File: src/rtl/lcd_scan_pkg.sv
package lcd_scan_pkg;

  typedef enum logic [1:0] {
    MUX_STATIC = 2'b00,
    MUX_2      = 2'b01,
    MUX_3      = 2'b10,
    MUX_4      = 2'b11
  } mux_mode_e;

  localparam int unsigned NUM_BP = 4;
  localparam int unsigned ROW_W  = 2;
  localparam int unsigned LVL_W  = 2;

  // index of the last slot in a frame
  function automatic logic [ROW_W-1:0] last_slot(mux_mode_e m);
    return ROW_W'(m);
  endfunction

  // bitmap row served by a backplane in a given mode
  function automatic logic [ROW_W-1:0] bp_row(mux_mode_e m, logic [ROW_W-1:0] b);
    logic [ROW_W-1:0] r;
    case (m)
      MUX_STATIC: r = '0;
      MUX_2:      r = {1'b0, b[0]};
      MUX_3:      r = (b == 2'd3) ? 2'd1 : b;
      default:    r = b;
    endcase
    return r;
  endfunction

  function automatic logic [LVL_W-1:0] lvl_code(logic active, logic pol);
    return {pol, active ^ pol};
  endfunction

endpackage

File: src/rtl/lcd_bitmap.sv
module lcd_bitmap
  import lcd_scan_pkg::*;
#(
  parameter int unsigned NUM_COLS = 80,
  parameter int unsigned NUM_ROWS = 4,
  localparam int unsigned COL_W   = $clog2(NUM_COLS),
  localparam int unsigned RW      = $clog2(NUM_ROWS)
) (
  input  logic                clk_i,
  input  logic                rst_ni,
  input  logic                wr_en_i,
  input  logic [COL_W-1:0]    wr_col_i,
  input  logic [RW-1:0]       wr_row_i,
  input  logic                wr_data_i,
  input  logic [RW-1:0]       rd_row_i,
  output logic [NUM_COLS-1:0] rd_bits_o
);

  logic [NUM_ROWS-1:0][NUM_COLS-1:0] rows_w;
  logic                              col_ok;

  assign col_ok = (32'(wr_col_i) < NUM_COLS);

  for (genvar r = 0; r < NUM_ROWS; r++) begin : g_row
    logic [NUM_COLS-1:0] row_q;
    logic                hit;
    assign hit = wr_en_i && col_ok && (wr_row_i == RW'(r));
    always_ff @(posedge clk_i or negedge rst_ni) begin
      if (!rst_ni)  row_q <= '0;
      else if (hit) row_q[wr_col_i] <= wr_data_i;
    end
    assign rows_w[r] = row_q;
  end

  assign rd_bits_o = rows_w[rd_row_i];

endmodule

File: src/rtl/lcd_slot_seq.sv
module lcd_slot_seq
  import lcd_scan_pkg::*;
(
  input  logic             clk_i,
  input  logic             rst_ni,
  input  logic             frame_tick_i,
  input  logic [1:0]       mode_i,
  output mux_mode_e        mode_o,
  output logic [ROW_W-1:0] slot_o,
  output logic [ROW_W-1:0] nxt_slot_o,
  output logic             pol_o
);

  mux_mode_e        mode_q, mode_new;
  logic [ROW_W-1:0] slot_q;
  logic             pol_q, wrap;

  assign mode_new   = mux_mode_e'(mode_i);
  // wrap is judged against the mode being loaded
  assign wrap       = (slot_q >= last_slot(mode_new));
  assign nxt_slot_o = wrap ? '0 : slot_q + 1'b1;

  always_ff @(posedge clk_i or negedge rst_ni) begin
    if (!rst_ni) begin
      mode_q <= MUX_STATIC;
      slot_q <= '0;
      pol_q  <= 1'b0;
    end else if (frame_tick_i) begin
      mode_q <= mode_new;
      slot_q <= nxt_slot_o;
      pol_q  <= pol_q ^ wrap;
    end
  end

  assign mode_o = mode_q;
  assign slot_o = slot_q;
  assign pol_o  = pol_q;

endmodule

File: src/rtl/lcd_level_gen.sv
module lcd_level_gen
  import lcd_scan_pkg::*;
#(
  parameter int unsigned NUM_COLS = 80
) (
  input  logic                      clk_i,
  input  logic                      rst_ni,
  input  logic                      load_i,
  input  logic [NUM_COLS-1:0]       row_bits_i,
  input  mux_mode_e                 mode_i,
  input  logic [ROW_W-1:0]          slot_i,
  input  logic                      pol_i,
  output logic [NUM_BP*LVL_W-1:0]   bp_lvl_o,
  output logic [NUM_COLS*LVL_W-1:0] seg_lvl_o
);

  logic [NUM_COLS-1:0] shadow_q;

  // segment data latched at the slot boundary
  always_ff @(posedge clk_i or negedge rst_ni) begin
    if (!rst_ni)     shadow_q <= '0;
    else if (load_i) shadow_q <= row_bits_i;
  end

  for (genvar b = 0; b < NUM_BP; b++) begin : g_bp
    logic sel;
    assign sel = (bp_row(mode_i, ROW_W'(b)) == slot_i);
    assign bp_lvl_o[b*LVL_W +: LVL_W] = lvl_code(sel, pol_i);
  end

  for (genvar n = 0; n < NUM_COLS; n++) begin : g_seg
    assign seg_lvl_o[n*LVL_W +: LVL_W] = lvl_code(shadow_q[n], pol_i);
  end

endmodule

File: src/rtl/lcd_scan_ctrl.sv
module lcd_scan_ctrl
  import lcd_scan_pkg::*;
#(
  parameter int unsigned NUM_COLS = 80,
  localparam int unsigned COL_W   = $clog2(NUM_COLS)
) (
  input  logic                      clk_i,
  input  logic                      rst_ni,
  input  logic [1:0]                mode_i,
  input  logic                      frame_tick_i,
  input  logic                      wr_en_i,
  input  logic [COL_W-1:0]          wr_col_i,
  input  logic [ROW_W-1:0]          wr_row_i,
  input  logic                      wr_data_i,
  output logic [NUM_BP*LVL_W-1:0]   bp_lvl_o,
  output logic [NUM_COLS*LVL_W-1:0] seg_lvl_o
);

  mux_mode_e           act_mode;
  logic [ROW_W-1:0]    act_slot, nxt_slot;
  logic                act_pol;
  logic [NUM_COLS-1:0] row_bits;

  lcd_slot_seq u_seq (
    .clk_i        (clk_i),
    .rst_ni       (rst_ni),
    .frame_tick_i (frame_tick_i),
    .mode_i       (mode_i),
    .mode_o       (act_mode),
    .slot_o       (act_slot),
    .nxt_slot_o   (nxt_slot),
    .pol_o        (act_pol)
  );

  lcd_bitmap #(.NUM_COLS(NUM_COLS), .NUM_ROWS(NUM_BP)) u_bitmap (
    .clk_i     (clk_i),
    .rst_ni    (rst_ni),
    .wr_en_i   (wr_en_i),
    .wr_col_i  (wr_col_i),
    .wr_row_i  (wr_row_i),
    .wr_data_i (wr_data_i),
    .rd_row_i  (nxt_slot),
    .rd_bits_o (row_bits)
  );

  lcd_level_gen #(.NUM_COLS(NUM_COLS)) u_lvl (
    .clk_i      (clk_i),
    .rst_ni     (rst_ni),
    .load_i     (frame_tick_i),
    .row_bits_i (row_bits),
    .mode_i     (act_mode),
    .slot_i     (act_slot),
    .pol_i      (act_pol),
    .bp_lvl_o   (bp_lvl_o),
    .seg_lvl_o  (seg_lvl_o)
  );

endmodule

File: config.mk
export PLATFORM = sky130hd
export DESIGN_NAME = lcd_scan_ctrl
export DESIGN_NICKNAME = d
export VERILOG_FILES = /design/src/rtl/lcd_scan_pkg.sv /design/src/rtl/lcd_bitmap.sv /design/src/rtl/lcd_slot_seq.sv /design/src/rtl/lcd_level_gen.sv /design/src/rtl/lcd_scan_ctrl.sv
export SDC_FILE = /design/constraint.sdc
export NUM_CORES = 1
export LEC_CHECK = 0
export BUFFER_PORTS_ARGS = -buffer_cell sky130_fd_sc_hd__buf_2
export CORE_UTILIZATION = 32
export DETAILED_ROUTE_END_ITERATION = 12
export PLACE_DENSITY = 0.5
export SLEW_MARGIN = 20
export SYNTH_ARGS = -nofsm -noshare
export SYNTH_HDL_FRONTEND = slang
export SYNTH_HIERARCHICAL = 1
export SYNTH_SLANG_ARGS = --single-unit
File: constraint.sdc
create_clock -name clk_i -period 2.93 [get_ports clk_i]
set_clock_uncertainty 0.1 [all_clocks]
set_input_delay 0.586 -clock clk_i [delete_from_list [all_inputs] [get_ports clk_i]]
set_output_delay 0.586 -clock clk_i [all_outputs]
set_load 0.03 [all_outputs]
==> summary.txt, run 1 <==
Synthesis
  • Synth warn: 6
  • Main combinational cell family by area after synthesis: multiplexers
  • Syn nets: 1682
  • Mean post-synth cell area: 13.3 um2
  • Synthesized area: 0.0222 mm2
  • Asr flop ratio synth: 100%
  • Sequential-to-total area share from yosys stat: 45.6%
  • Post-Synth Adder-Cell Area: 0.113%
  • Post-Synth XOR/XNOR Area: 3.47%
  • Mapped Cells: 1664
  • EDFF count, synth: 0
  • Synth unique cells: 48
  • Main synth FF type: dfrtp_1
  • Simple-Gate Fraction of Synth Area: 14.4%
  • Post-synthesis compound-gate area fraction: 0.422%
  • Multiplexer share of the synthesized area: 28.5%
  • Flops & latches, synth: 405

Setup path
  • Worst path buffer plus inverter count: 2
  • CP Max Fanout: 12
  • Crit path DAT: 2.09 ns
  • Delay-heaviest family, CP: flip-flops
  • Type of origin of the critical path: flip-flop
  • Critical Path Sink Type: output port
  • Worst EP required: 2.24 ns
  • Crit path max-delay cell type: dfrtp_1
  • Critical path's largest stage delay: 0.39 ns
  • CP dominant cell by count: buf_6
  • R2r setup slk: 0.27 ns
  • Critical Path, Cell by Cell: buf_6 > or3_1 > a21oi_2 > xor2_2 > buf_6
  • Setup CP Type: reg -> out

Worst hold path
  • HP Class: in -> reg

Route
  • Highest Signal Layer: met5
  • Met1 Wirelength: 28800 um
  • Drt drc: 0
  • Detailed Route Iter0 Violations: 861
  • Routed Antenna Nets: 0
  • DRT Pass-1 Iters: 5
  • Vias: 14268
  • Final WL: 62600 um
  • DR WL met2: 30000 um
  • Vias/cell: 5.32
  • Routed wire length on met3: 2390 um
  • WL/cell: 23.3 um

Finish
  • Util after Layout: 37.2%
  • Synthesis-to-finish area growth: 15.0%
  • Layout cells sized above 1: 51.8%
  • Final-stage net count: 1730

Timing
  • Max_slew headroom: 56.4%
  • Max Slew Vio Count: 0
  • Slew @ Worst Pin: 0.654 ns
  • Fin crit share: 94.6%
  • Worst setup margin: 0.157 ns
  • FMAX: 361 MHz
  • Min cycle time layout: 2.77 ns
  • Hold Vio Cnt, Final: 0
  • Setup violators final: 0
  • RSZ-0062 raised after global routing: no

Run
  • Maxcap violations: 0

Global routing
  • Gr usage total: 17.9%
  • Number of global-route vias before repair: 14746
  • Grt ovf: 0
  • Initial antenna violation count: 7
  • Largest net degree at the start of global routing: 101
  • First-pass GRT wire length: 96400 um

Floorplan
  • Initial core utilization: 32.4%
  • Boundary pin count: 184
  • Full die area: 0.0705 mm2
  • Die width: 265 um
  • Cell Rows: 96
  • Die height: 265 um
  • Core footprint: 0.0686 mm2

Place
  • PortBufs: 183
  • Placer Congestion: 0.729
  • Post-DP HPWL: 37700 um
  • Worst slack at placement: -0.0553 ns

Clock tree
  • Clock Tree Root: clkbuf_16
  • CTS sink cnt: 405
  • Clock Path Buffers: 3
  • CTS Buf Count: 47
  • Postcts setup bufs: 0
  • Clock-pin slew on the worst setup and hold paths: 0.06 ns
  • H-tree depth: 2
  • Clk_lat worst skew: 0.59 ns
  • CTS tree: done

Power
  • Leakage: 11.4 nW
  • VDD IR max: 0.779 mV
  • Power Density: 773 mW/mm2

Status
  • Status: complete, no violations
synth_stat cells, drive strengths merged (2+ instances only):
cell type,number,area [um2]
dfrtp,405,10100
mux2,402,4530
nor4,242,2250
buf,189,1240
clkbuf,110,415
xor2,86,753
mux4,80,1800
nand4,80,500
nand3b,6,45.0
inv,5,18.8
nand4bb,4,45.0
nor2,4,15.0
nor3b,4,45.1
nor4b,4,60.1
nor4bb,4,40.0
o21ai,4,20.0
or4b,4,40.0
and3b,3,26.3
or3b,3,26.3
ha,2,25.0
nand2,2,7.51
nand3,2,10.0
or3,2,12.5
xnor2,2,17.5
what timing repair did:
action / CTS / global route
hold buffers: 1 / 0
endpoints found under the hold margin: 47 / 0
pin swaps: 0 / 1
endpoints found under the setup margin: 1 / 14
resized for setup: 3 / 3
routing by layer:
metal  vias up  GRT usage (%)
li1       6307              -
met1      7621           24.8
met2       257           28.8
met3        81           2.83
met4         2           5.19
met5         -              0
placed cells by master (no fill, tap or decap), types with 2 or more instances in the layout:
cell type,n
nor2_1,2
nor4_1,141
dfrtp_1,404
xnor2_1,2
clkbuf_8,9
nor4_2,89
bufinv_16,2
buf_2,179
and3b_1,3
clkinv_2,8
nor4_4,12
or4b_1,4
nand3b_1,6
o21ai_0,3
nor2_4,2
or3_1,2
clkbuf_1,13
nor3b_2,4
buf_12,33
clkbuf_16,48
inv_1,5
nand4_1,80
or3b_2,3
xor2_1,85
mux4_2,80
nand4bb_1,4
diode_2,5
buf_4,79
nor4bb_1,4
nand2_1,2
mux2_1,68
mux2_2,334
nor4b_2,4
ha_1,2
buf_6,5
metrics by stage:
stage	hold slack [ns]	total power, mW	setup TNS [ns]	std cells	area (um2)
after floorplan	0.190	12.3	0	1664	22200
after global placement	0.363	14.1	-0.791	2593	24000
after detailed placement	0.370	14.1	-0.461	2593	24000
after CTS	0.137	20.0	0	2677	25500
after global routing	0.152	20.6	0	2677	25500
final	0.165	19.7	0	2682	25500
worst register-to-register path, cell delays in order, from the launching register on:
cell and delay (ns):
dfrtp_1 0.39, inv_1 0.09, ha_1 0.23, nand2b_4 0.14
a21o_1 0.25, nor2_4 0.13, buf_12 0.19, buf_12 0.24
mux4_2 0.52, mux2_1 0.30
where the power goes:
| part | total (mW) | switching, mW | internal (mW) | leakage (nW) |
|---|---|---|---|---|
| sequential | 5.95 | 0.185 | 5.77 | 5.63 |
| clock | 5.80 | 2.39 | 3.41 | 0.747 |
| combinational | 7.98 | 5.36 | 2.63 | 4.98 |
| total | 19.7 | 7.93 | 11.8 | 11.4 |
registers in the layout, summed over array words and instances, names as in the netlist:
name                  cells
u_seq/pol_o               1
u_seq/slot_o              2
u_bitmap/g_row.row_q    320
u_lvl/shadow_q           80
u_seq/mode_o              2
final timing paths:
| check | start | to | cells past startpoint |
|---|---|---|---|
| max | u_seq/slot_o[0]$_DFFE_PN0P_ | bp_lvl_o[2] | 5 |
| min reg2reg | u_bitmap/g_row[3].row_q[10]$_DFFE_PN0P_ | u_bitmap/g_row[3].row_q[10]$_DFFE_PN0P_ | 1 |
| max in group asynchronous | rst_ni | u_bitmap/g_row[1].row_q[8]$_DFFE_PN0P_ | 3 |
| min in group asynchronous | rst_ni | u_bitmap/g_row[2].row_q[31]$_DFFE_PN0P_ | 2 |
| min | mode_i[1] | u_seq/mode_o[1]$_DFFE_PN0P_ | 2 |
| max reg2reg | u_seq/slot_o[0]$_DFFE_PN0P_ | u_lvl/shadow_q[63]$_DFFE_PN0P_ | 9 |
logic make-up (layout without fill, tap and decap cells):
logic type,Yosys count,in the layout
AOI/OAI and AO/OA,12,12
xor gates and xnor gates,88,88
adders and majority gates,2,2
buffers and inverters,304,386
DFF,405,405
muxes,482,482
other,0,5
and+or+nand+nor,371,371
layout make-up:
type / count / area, um2
multi-input combinational: 955 / 10500
tap: 931 / 1160
inverter: 5 / 18.8
timing repair buffer: 298 / 2230
clock buffer: 70 / 1370
sequential: 405 / 10100
fill: 6533 / 43000
clock inverter: 13 / 134
antenna: 5 / 12.5
Note: power is estimated with default switching activity, not from simulation.
==> inputs of run 2 (changes only) <==
--- a/config.mk
+++ b/config.mk
@@ -6,9 +6,11 @@
 export NUM_CORES = 1
 export LEC_CHECK = 0
 export BUFFER_PORTS_ARGS = -buffer_cell sky130_fd_sc_hd__buf_2
+export CORE_MARGIN = 5
 export CORE_UTILIZATION = 32
 export DETAILED_ROUTE_END_ITERATION = 12
 export PLACE_DENSITY = 0.5
+export RECOVER_POWER = 100
 export SLEW_MARGIN = 20
 export SYNTH_ARGS = -nofsm -noshare
 export SYNTH_HDL_FRONTEND = slang
==> summary.txt, run 2 (synthesis results as in run 1) <==
Status
  • Status: complete, but fails checks
  • Failing checks: max-capacitance violations, max-slew violations

Finish
  • Largest register FFs: 320
  • Fillers: 6765
  • Final-stage net count: 1720
  • Most frequent cells in the layout: dfrtp_1 (404), mux2_2 (317), nor4_1 (232)
  • Layout cells sized above 1: 42.9%
  • Area of the multi-input gates: 0.00978 mm2
  • Synthesis-to-finish area growth: 10.6%
  • Register area: 0.0101 mm2
  • Most common library cell in the layout ignoring fill and taps: dfrtp_1
  • Largest Register: u_bitmap/g_row.row_q
  • Regs by FF count: u_bitmap/g_row.row_q (320), u_lvl/shadow_q (80)

Place
  • Placer Congestion: 0.724
  • Post-DP HPWL: 37400 um
  • PortBufs: 183

Global routing
  • Initial antenna violation count: 4
  • Number of global-route vias before repair: 15078
  • Grt ovf: 0
  • Gr usage total: 16.4%
  • Largest net degree at the start of global routing: 91
  • First-pass GRT wire length: 96900 um

Clock tree
  • Clock-pin slew on the worst setup and hold paths: 0.06 ns
  • CTS tree: done
  • CTS sink cnt: 405
  • H-tree depth: 2
  • Clk_lat worst skew: 0.58 ns
  • Postcts setup bufs: 0
  • Clock Tree Root: clkbuf_16
  • Clock Path Buffers: 3
  • CTS Buf Count: 47

Timing
  • Slew @ Worst Pin: 1.84 ns
  • FMAX: 360 MHz
  • Max_slew headroom: -22.5%
  • Fin crit share: 94.8%
  • Setup violators final: 0
  • Max Slew Vio Count: 110
  • Tightest hold margin: 0.167 ns
  • Hold Vio Cnt, Final: 0
  • RSZ-0062 raised after global routing: no
  • Min cycle time layout: 2.78 ns

Setup path
  • Crit path DAT: 2.09 ns
  • Critical Path Sink Type: output port
  • Critical Path, Cell by Cell: buf_6 > xor2_1 > clkbuf_2
  • Crit path max-delay cell type: dfrtp_4
  • Worst EP required: 2.24 ns
  • Critical path's largest stage delay: 0.51 ns
  • Setup CP Type: reg -> out
  • Type of origin of the critical path: flip-flop
  • CP Max Fanout: 50

Route
  • Routed Antenna Nets: 0
  • Vias: 14229
  • WL/cell: 23.5 um
  • Final WL: 62700 um
  • Drt drc: 0
  • Vias/cell: 5.34
  • DRT Pass-1 Iters: 5
  • Detailed Route Iter0 Violations: 775

Floorplan
  • Full die area: 0.0748 mm2
  • Boundary pin count: 184
  • Cell Rows: 96
  • Die width: 273 um
  • Core footprint: 0.0687 mm2
  • Die height: 273 um
  • Initial core utilization: 32.3%

Power
  • Tot Pwr: 19.5 mW
  • Leakage: 11.1 nW
  • VDD IR max: 0.717 mV
  • Power Density: 792 mW/mm2

Run
  • Maxcap violations: 2

Worst hold path
  • HP Class: in -> reg
run 2: routing by layer:
layer  routed length (um)  global-route usage, %  share of wire [%]
met1                28300                   22.8                 45
met2                30500                   27.0                 49
met3                 2540                   2.56                4.1
met5                   34                      0              0.054
met4                 1350                   4.27                2.2
run 2: final timing paths:
| kind | slack, ns | endpoint | startpoint | cells past startpoint |
|---|---|---|---|---|
| max | 0.15 | seg_lvl_o[52] | u_seq/pol_o$_DFFE_PN0P_ | 3 |
| max in group asynchronous | 0.37 | u_lvl/shadow_q[63]$_DFFE_PN0P_ | rst_ni | 3 |
| min | 0.17 | u_seq/mode_o[1]$_DFFE_PN0P_ | mode_i[1] | 2 |
| min reg2reg | 0.38 | u_bitmap/g_row[1].row_q[71]$_DFFE_PN0P_ | u_bitmap/g_row[1].row_q[71]$_DFFE_PN0P_ | 1 |
| min in group asynchronous | 0.95 | u_bitmap/g_row[0].row_q[28]$_DFFE_PN0P_ | rst_ni | 2 |
| max reg2reg | 0.16 | u_lvl/shadow_q[19]$_DFFE_PN0P_ | u_seq/slot_o[0]$_DFFE_PN0P_ | 9 |
run 2: stage by stage:
| step | cells | instance area [um2] | setup WS (ns) | util, % | TNS [ns] |
|---|---|---|---|---|---|
| after floorplan | 1664 | 22200 | 0.116 | - | 0 |
| after global placement | 2583 | 24000 | 0.00221 | 34.9 | 0 |
| after detailed placement | 2583 | 24000 | -0.00406 | 34.9 | -0.00406 |
| after CTS | 2666 | 25500 | 0.0389 | 37.2 | 0 |
| after global routing | 2666 | 24600 | 0.00716 | 35.7 | 0 |
| final | 2667 | 24600 | 0.153 | 35.8 | 0 |
run 2: critical path, delay by kind of cell, from the launching register on:
family | cells | cell delay [ns]
xor+xnor | 1 | 0.21
buf+inv | 2 | 0.67
flops | 1 | 0.51
run 2: area by class of cell:
type | count | area share (%)
Clock buffer | 73 | 5.89
Antenna cell | 1 | 0.0102
Multi-Input combinational cell | 955 | 39.8
Sequential cell | 405 | 41.3
Timing Repair Buffer | 288 | 7.80
Clock inverter | 9 | 0.397
Tap cell | 931 | 4.74
Inverter | 5 | 0.0764
run 2: power breakdown:
| group | internal, mW | switching [mW] | leakage, nW |
|---|---|---|---|
| Clock | 3.54 | 2.35 | 0.762 |
| Sequential | 5.77 | 0.150 | 5.63 |
| Combinational | 2.32 | 5.33 | 4.75 |
run 2: what timing repair did:
action,CTS,global route
hold buffers,1,0
pin swaps,0,1
endpoints found under the hold margin,51,0
setup endpoints to repair,1,1
resized for setup,2,1
